**src/rtl/gpio_bank_pkg.sv**
```systemverilog
package gpio_bank_pkg;

    localparam int BUS_W      = 32;
    localparam int BE_W       = BUS_W / 8;
    localparam int PORT_SHIFT = 5;   // 0x20 bytes per port
    localparam int WORD_LSB   = 2;
    localparam int WORD_W     = PORT_SHIFT - WORD_LSB;

    typedef enum logic [2:0] {
        RS_DIR  = 3'd0,
        RS_OUT  = 3'd1,
        RS_SET  = 3'd2,
        RS_CLR  = 3'd3,
        RS_MASK = 3'd4,
        RS_PIN  = 3'd5,
        RS_NONE = 3'd7
    } reg_sel_e;

    typedef struct packed {
        logic             dir;
        logic             out;
        logic             set;
        logic             clr;
        logic             mask;
        logic             pin;
        logic [BE_W-1:0]  be;
        logic [BUS_W-1:0] data;
    } port_wr_t;

    function automatic reg_sel_e word_to_sel(input logic [WORD_W-1:0] w);
        case (w)
            3'd0:    return RS_DIR;
            3'd1:    return RS_OUT;
            3'd2:    return RS_SET;
            3'd3:    return RS_CLR;
            3'd4:    return RS_MASK;
            3'd5:    return RS_PIN;
            default: return RS_NONE;
        endcase
    endfunction

    function automatic logic [BUS_W-1:0] be_to_bits(input logic [BE_W-1:0] be);
        logic [BUS_W-1:0] r;
        for (int i = 0; i < BE_W; i++) r[i*8 +: 8] = {8{be[i]}};
        return r;
    endfunction

endpackage

```
**src/rtl/gpio_sync2.sv**
```systemverilog
module gpio_sync2 #(
    parameter int W = 16
) (
    input  logic         clk,
    input  logic         rst,
    input  logic [W-1:0] d,
    output logic [W-1:0] q
);
    logic [W-1:0] stage1;

    always_ff @(posedge clk) begin
        if (rst) begin
            stage1 <= '0;
            q      <= '0;
        end else begin
            stage1 <= d;
            q      <= stage1;
        end
    end
endmodule

```
**src/rtl/gpio_bus_decode.sv**
```systemverilog
module gpio_bus_decode
    import gpio_bank_pkg::*;
#(
    parameter int NUM_PORTS = 5,
    parameter int ADDR_W    = 8,
    localparam int PF_W     = ADDR_W - PORT_SHIFT
) (
    input  logic [ADDR_W-1:0] addr,
    output logic [PF_W-1:0]   port_idx,
    output reg_sel_e          sel,
    output logic              hit
);
    logic [1:0] unused_lsb;
    assign unused_lsb = addr[WORD_LSB-1:0];

    assign port_idx = addr[ADDR_W-1:PORT_SHIFT];
    assign sel      = word_to_sel(addr[PORT_SHIFT-1:WORD_LSB]);
    assign hit      = (32'(port_idx) < NUM_PORTS) && (sel != RS_NONE);
endmodule

```
**src/rtl/gpio_port_regs.sv**
```systemverilog
module gpio_port_regs
    import gpio_bank_pkg::*;
#(
    parameter int PORT_W = 16
) (
    input  logic              clk,
    input  logic              rst,
    input  port_wr_t          wr,
    output logic [PORT_W-1:0] dir_q,
    output logic [PORT_W-1:0] out_q,
    output logic [PORT_W-1:0] mask_q
);
    logic [BUS_W-1:0]  bm_full;
    logic [PORT_W-1:0] bm, wd, open_bits;
    logic [PORT_W-1:0] dir_d, out_d, mask_d;
    logic              unused_hi;
    logic              any_wr;

    assign bm_full   = be_to_bits(wr.be);
    assign bm        = bm_full[PORT_W-1:0];
    assign wd        = wr.data[PORT_W-1:0];
    assign unused_hi = ^{wr.data, bm_full};
    assign open_bits = bm & ~mask_q;
    assign any_wr    = wr.dir | wr.out | wr.set | wr.clr | wr.mask | wr.pin;

    always_comb begin
        dir_d  = wr.dir  ? ((dir_q  & ~bm) | (wd & bm)) : dir_q;
        mask_d = wr.mask ? ((mask_q & ~bm) | (wd & bm)) : mask_q;
        // masked load first, then direct and set/clear updates on top
        out_d = out_q;
        if (wr.pin) out_d = (out_d & ~open_bits) | (wd & open_bits);
        if (wr.out) out_d = (out_d & ~bm) | (wd & bm);
        if (wr.set) out_d = out_d | (wd & bm);
        if (wr.clr) out_d = out_d & ~(wd & bm);
    end

    always_ff @(posedge clk) begin
        if (rst) begin
            dir_q  <= '0;
            out_q  <= '0;
            mask_q <= '0;
        end else begin
            dir_q  <= dir_d;
            out_q  <= out_d;
            mask_q <= mask_d;
        end
    end

    AST_MASKED_BITS_HOLD: assert property (@(posedge clk) disable iff (rst)
        (wr.pin && !wr.out && !wr.set && !wr.clr) |=> (((out_q ^ $past(out_q)) & $past(mask_q)) == '0));
    AST_SET_ONLY_RAISES: assert property (@(posedge clk) disable iff (rst)
        (wr.set && !wr.clr && !wr.pin && !wr.out) |=> (($past(out_q) & ~out_q) == '0));
    AST_CLR_ONLY_LOWERS: assert property (@(posedge clk) disable iff (rst)
        (wr.clr && !wr.set && !wr.pin && !wr.out) |=> ((out_q & ~$past(out_q)) == '0));
    AST_IDLE_PORT_HOLDS: assert property (@(posedge clk) disable iff (rst)
        !any_wr |=> ($stable(out_q) && $stable(dir_q) && $stable(mask_q)));
endmodule

```
**src/rtl/gpio_mask_bank.sv**
```systemverilog
module gpio_mask_bank
    import gpio_bank_pkg::*;
#(
    parameter int NUM_PORTS = 5,
    parameter int PORT_W    = 16,
    parameter int ADDR_W    = 8,
    localparam int PF_W     = ADDR_W - PORT_SHIFT,
    localparam int PINS     = NUM_PORTS * PORT_W
) (
    input  logic              clk,
    input  logic              rst,
    input  logic              bus_valid,
    output logic              bus_ready,
    input  logic              bus_write,
    input  logic [ADDR_W-1:0] bus_addr,
    input  logic [BE_W-1:0]   bus_be,
    input  logic [BUS_W-1:0]  bus_wdata,
    output logic              bus_rvalid,
    output logic [BUS_W-1:0]  bus_rdata,
    input  logic [PINS-1:0]   pin_in,
    output logic [PINS-1:0]   pin_out,
    output logic [PINS-1:0]   pin_oe
);
    logic [PF_W-1:0]   dec_idx;
    reg_sel_e          dec_sel;
    logic              dec_hit;
    logic [PINS-1:0]   pin_s;
    logic [PORT_W-1:0] dir_a  [NUM_PORTS];
    logic [PORT_W-1:0] out_a  [NUM_PORTS];
    logic [PORT_W-1:0] mask_a [NUM_PORTS];
    logic [BUS_W-1:0]  rd_val;
    logic [PORT_W-1:0] rd_mask;
    logic              wr_go, rd_go, rd_is_pin;

    assign bus_ready = 1'b1;
    assign wr_go     = bus_valid && bus_write && dec_hit;
    assign rd_go     = bus_valid && !bus_write;
    assign rd_is_pin = rd_go && dec_hit && (dec_sel == RS_PIN);

    gpio_bus_decode #(.NUM_PORTS(NUM_PORTS), .ADDR_W(ADDR_W)) u_dec (
        .addr(bus_addr), .port_idx(dec_idx), .sel(dec_sel), .hit(dec_hit)
    );

    gpio_sync2 #(.W(PINS)) u_sync (
        .clk(clk), .rst(rst), .d(pin_in), .q(pin_s)
    );

    for (genvar p = 0; p < NUM_PORTS; p++) begin : g_port
        port_wr_t pw;
        logic     sel_me;
        assign sel_me  = wr_go && (dec_idx == PF_W'(p));
        assign pw.dir  = sel_me && (dec_sel == RS_DIR);
        assign pw.out  = sel_me && (dec_sel == RS_OUT);
        assign pw.set  = sel_me && (dec_sel == RS_SET);
        assign pw.clr  = sel_me && (dec_sel == RS_CLR);
        assign pw.mask = sel_me && (dec_sel == RS_MASK);
        assign pw.pin  = sel_me && (dec_sel == RS_PIN);
        assign pw.be   = bus_be;
        assign pw.data = bus_wdata;

        gpio_port_regs #(.PORT_W(PORT_W)) u_regs (
            .clk(clk), .rst(rst), .wr(pw),
            .dir_q(dir_a[p]), .out_q(out_a[p]), .mask_q(mask_a[p])
        );

        assign pin_out[p*PORT_W +: PORT_W] = out_a[p];
        assign pin_oe [p*PORT_W +: PORT_W] = dir_a[p];
    end

    always_comb begin
        rd_val  = '0;
        rd_mask = '0;
        for (int p = 0; p < NUM_PORTS; p++) begin
            if (dec_idx == PF_W'(p)) begin
                rd_mask = mask_a[p];
                case (dec_sel)
                    RS_DIR:  rd_val = BUS_W'(dir_a[p]);
                    RS_OUT:  rd_val = BUS_W'(out_a[p]);
                    RS_MASK: rd_val = BUS_W'(mask_a[p]);
                    RS_PIN:  rd_val = BUS_W'(pin_s[p*PORT_W +: PORT_W] & ~mask_a[p]);
                    default: rd_val = '0;
                endcase
            end
        end
    end

    always_ff @(posedge clk) begin
        if (rst) begin
            bus_rvalid <= 1'b0;
            bus_rdata  <= '0;
        end else begin
            bus_rvalid <= rd_go;
            if (rd_go) bus_rdata <= dec_hit ? rd_val : '0;
        end
    end

    AST_READ_ANSWERED: assert property (@(posedge clk) disable iff (rst)
        rd_go |=> bus_rvalid);
    AST_NO_STRAY_RVALID: assert property (@(posedge clk) disable iff (rst)
        !rd_go |=> !bus_rvalid);
    AST_PIN_READ_MASKED: assert property (@(posedge clk) disable iff (rst)
        rd_is_pin |=> ((bus_rdata[PORT_W-1:0] & $past(rd_mask)) == '0));
    AST_MISS_READS_ZERO: assert property (@(posedge clk) disable iff (rst)
        (rd_go && !dec_hit) |=> (bus_rdata == '0));
endmodule

```
**config.mk**
```make
export PLATFORM = sky130hd
export DESIGN_NAME = gpio_mask_bank
export DESIGN_NICKNAME = d
export VERILOG_FILES = /design/src/rtl/gpio_bank_pkg.sv /design/src/rtl/gpio_sync2.sv /design/src/rtl/gpio_bus_decode.sv /design/src/rtl/gpio_port_regs.sv /design/src/rtl/gpio_mask_bank.sv
export SDC_FILE = /design/constraint.sdc
export NUM_CORES = 1
export LEC_CHECK = 0
export BUFFER_PORTS_ARGS = -buffer_cell sky130_fd_sc_hd__buf_4
export CORE_ASPECT_RATIO = 1.5
export CORE_UTILIZATION = 30
export DETAILED_ROUTE_END_ITERATION = 8
export GPL_ROUTABILITY_DRIVEN = 0
export HOLD_SLACK_MARGIN = 0.15
export PLACE_DENSITY = 0.58
export RECOVER_POWER = 25
export SLEW_MARGIN = 20
export SYNTH_ARGS = -nofsm -noshare
export SYNTH_HDL_FRONTEND = slang
export SYNTH_HIERARCHICAL = 1
export SYNTH_SLANG_ARGS = --single-unit
export TNS_END_PERCENT = 10
```
**constraint.sdc**
```tcl
create_clock -name clk -period 3 [get_ports clk]
set_input_delay 0.6 -clock clk [delete_from_list [all_inputs] [get_ports clk]]
set_output_delay 0.6 -clock clk [all_outputs]
set_load 0.03 [all_outputs]
```
==> impl_metrics.ini <==
[outcome]
result_of_the_run = complete, but fails checks
failed_checks = max-capacitance violations, max-slew violations

[global_route]
grt_start_max_net_pins = 224
globalRoute.totalOverflow = 0
grt_antenna_before_repair = 1
globalRouteMet1Util_pct = 27.2
met2_grt_util_pct = 37.5
first_global_vias = 18300
grt_use_met3_pct = 5.04
grt_pass1_wl_um = 121000
gr-usage-all-layers_pct = 23.3
grt_busiest_layer = met2

[floorplanning]
die_w_um = 215
start_util_pct = 30.5
design.die.area_mm2 = 0.0690
ios = 322
die_h_um = 321
core_area_mm2 = 0.0669
rows = 116

[power_and_ir_drop]
power.ir.vdd_worst_mv = 0.337
powerDensity_mw_per_mm2 = 525
fin_total_pwr_mw = 13.0
p_leak_nw = 9.39

[worst_setup_path]
top_cell_family_by_delay_on_the_critical_path = simple AND/OR/NAND/NOR gates
critical_path.endpoint_type = register
timing.critical_path.fanout_max = 15
worst_path_most_repeated_cell = nand2_1
cpPeakStageDelay_ns = 0.34
r2r_slack_ns = 1.10
worst-endpoint-arrival_ns = 2.86
criticalPathCategory = input pin to register
critical_path.startpoint_type = input pin
worstPathBufferInverterCount = 2
cp.required_ns = 3.41
cp_cell_sequence = buf_4 > a21o_4 > nor2_1 > nand2_1 > buf_4 > nor2_1 > nand2_1 > nand2_1 > a21oi_1
startpoint = bus_addr[3]
worst_path_max_delay_cell = nand2_1

[layout]
antenna_cells = 0
layout-drive-gt1-share_pct = 18.8
area_growth_syn_to_layout_pct = 21.7
number_of_inserted_filler_cells_in_the_final_layout = 6866
finalCoreUtilization_pct = 37.1
num-nets-final = 2712
finish.cell_count_without_fillers = 3503
layout.cell_area.non_filler_mm2 = 0.0248

[synthesis]
postSynthCellCount = 2355
yosysMostFrequentCell = a21oi_1
async_sr_flop_fraction_pct = 0
synth-main-ff-cell = dfxtp_1
post_synth_main_area_contributors = dfxtp_1 (41%), a21oi_1 (10%), nor2b_1 (5.8%), nand3_1 (4.1%), nand2_1 (3.9%)
yosysSeqAreaShare_pct = 40.9
synth.top_cell.area_share_pct = 40.9
synth.lib_cells_used.distinct = 66
synthTopCellsByCount = a21oi_1 (425), dfxtp_1 (417), nand2_1 (214)
ys_seq_elements = 417
synthesis.area_per_instance_um2 = 8.66
synth.largest_area_cell = dfxtp_1
yosysWarningCount = 6
count_of_flip_flops_with_a_built_in_enable_after_synthesis = 0
area_of_the_mapped_netlist_mm2 = 0.0204

[hold_path]
min_from = pin_in[2]
min-delay-path-class = input pin to register

[route]
wirelength_um = 83000
remaining_drc_errors = 0
drt_pre_antenna_iters = 6
vias = 19300
wl_per_cell_um = 23.7
drt-initial-drc-count = 2018
ant_nets = 0
detail_route.vias_per_cell = 5.50

[clock_network]
clk_slew_on_worst_s_h_paths_ns = 0.06
tritoncts_num_sinks = 417
tritoncts_clock_tree = built
cts-buffers-inserted = 45
post_cts_resize_count = 0
post_cts_setup_buffer_count = 0
htree_num_levels = 2
clock_insertion_delay_worst_skew_ns = 0.60
post_cts_hold_buffer_count = 0
cts-root-to-sink-buffers = 3
clk_root_buffer_cell = clkbuf_16

[timing]
fmax_ghz = 0.408
finalCritPeriodShare_pct = 81.8
timing_max_transition_violations_final = 42
worst_slew_pin_slew_ns = 1.51
min_period_ns = 2.45
finalClockSkew_ns = 0.0219
fin_worst_setup_slack_ns = 0.546
post_route_setup_tns_ns = 0
max-slew-margin-rel_pct = -0.687
timing.final.hold_violations = 0
rsz0062_at_grt = false
holdWs_ns = 0.210
setup_violations = 0

[place]
place.detailed.instances = 3422
preCtsSetupSlack_ns = 0.0640
port_buffers = 284
post_place_instance_area_mm2 = 0.0232
hpwl_um = 58100

[run]
max_cap_violations = 1
==> worst paths after layout <==
kind,endpoint,depth (start not counted)
setup reg to reg,bus_rdata[1],5
hold / removal,u_sync/stage1[2],2
setup / recovery,register,9
hold reg to reg,u_sync/q[9],1
==> worst register-to-register path, stage by stage, from the launching register on <==
cell and delay, ns:
dfxtp_1 0.39, nor2b_1 0.06, mux4_2 0.54, o211ai_1 0.46, a221oi_1 0.15, a22o_1 0.21
==> report_power, final <==
part | internal (mW) | switching, mW
Combinational | 0.382 | 0.676
Sequential | 5.64 | 0.0427
Clock | 3.79 | 2.49
Total | 9.81 | 3.20
==> layout make-up <==
class | instances | area (µm²) | area share [%]
tap | 885 | 1110 | 4.46
sequential | 417 | 8350 | 33.7
timing repair buffer | 367 | 2940 | 11.9
multi-input combinational | 1739 | 10700 | 43.1
clock buffer | 57 | 1270 | 5.13
inverter | 14 | 60.1 | 0.242
clock inverter | 24 | 373 | 1.50
==> cells by family after synthesis <==
| family | synth area share [%] |
|---|---|
| AOI/OAI and AO/OA | 17.1 |
| DFF | 40.9 |
| and+or+nand+nor | 28.2 |
| muxes | 6.90 |
| other | 0.0368 |
| buffers and inverters | 6.88 |
==> placed cells by master (no fill, tap or decap), drive strengths merged, types with 3 or more instances in the layout <==
master    instances
a221oi            7
a41o              3
a21boi            3
o221ai            9
and2b            18
o22ai             3
clkinv            8
o211ai            7
or2b             75
nand2           214
inv              16
conb             17
a21oi           426
nor3b             3
nand3           166
a221o             3
clkinvlp          5
and3b            81
mux2              3
mux2i            27
a211oi            5
nor2            134
nor2b           190
and2             11
o21ai             9
dfxtp           417
a22oi            22
nand3b           17
nor3             10
a22o              8
and3              3
clkbuf           60
mux4             47
buf             364
a31oi            92
bufinv            9
nand2b           98
==> layer usage <==
metal	part of all wire, %	vias up
met5	0.012	-
met4	8.5	2
met3	7.9	266
met2	46	975
met1	38	9306
li1	-	8702
Note: power is estimated with default switching activity, not from simulation.
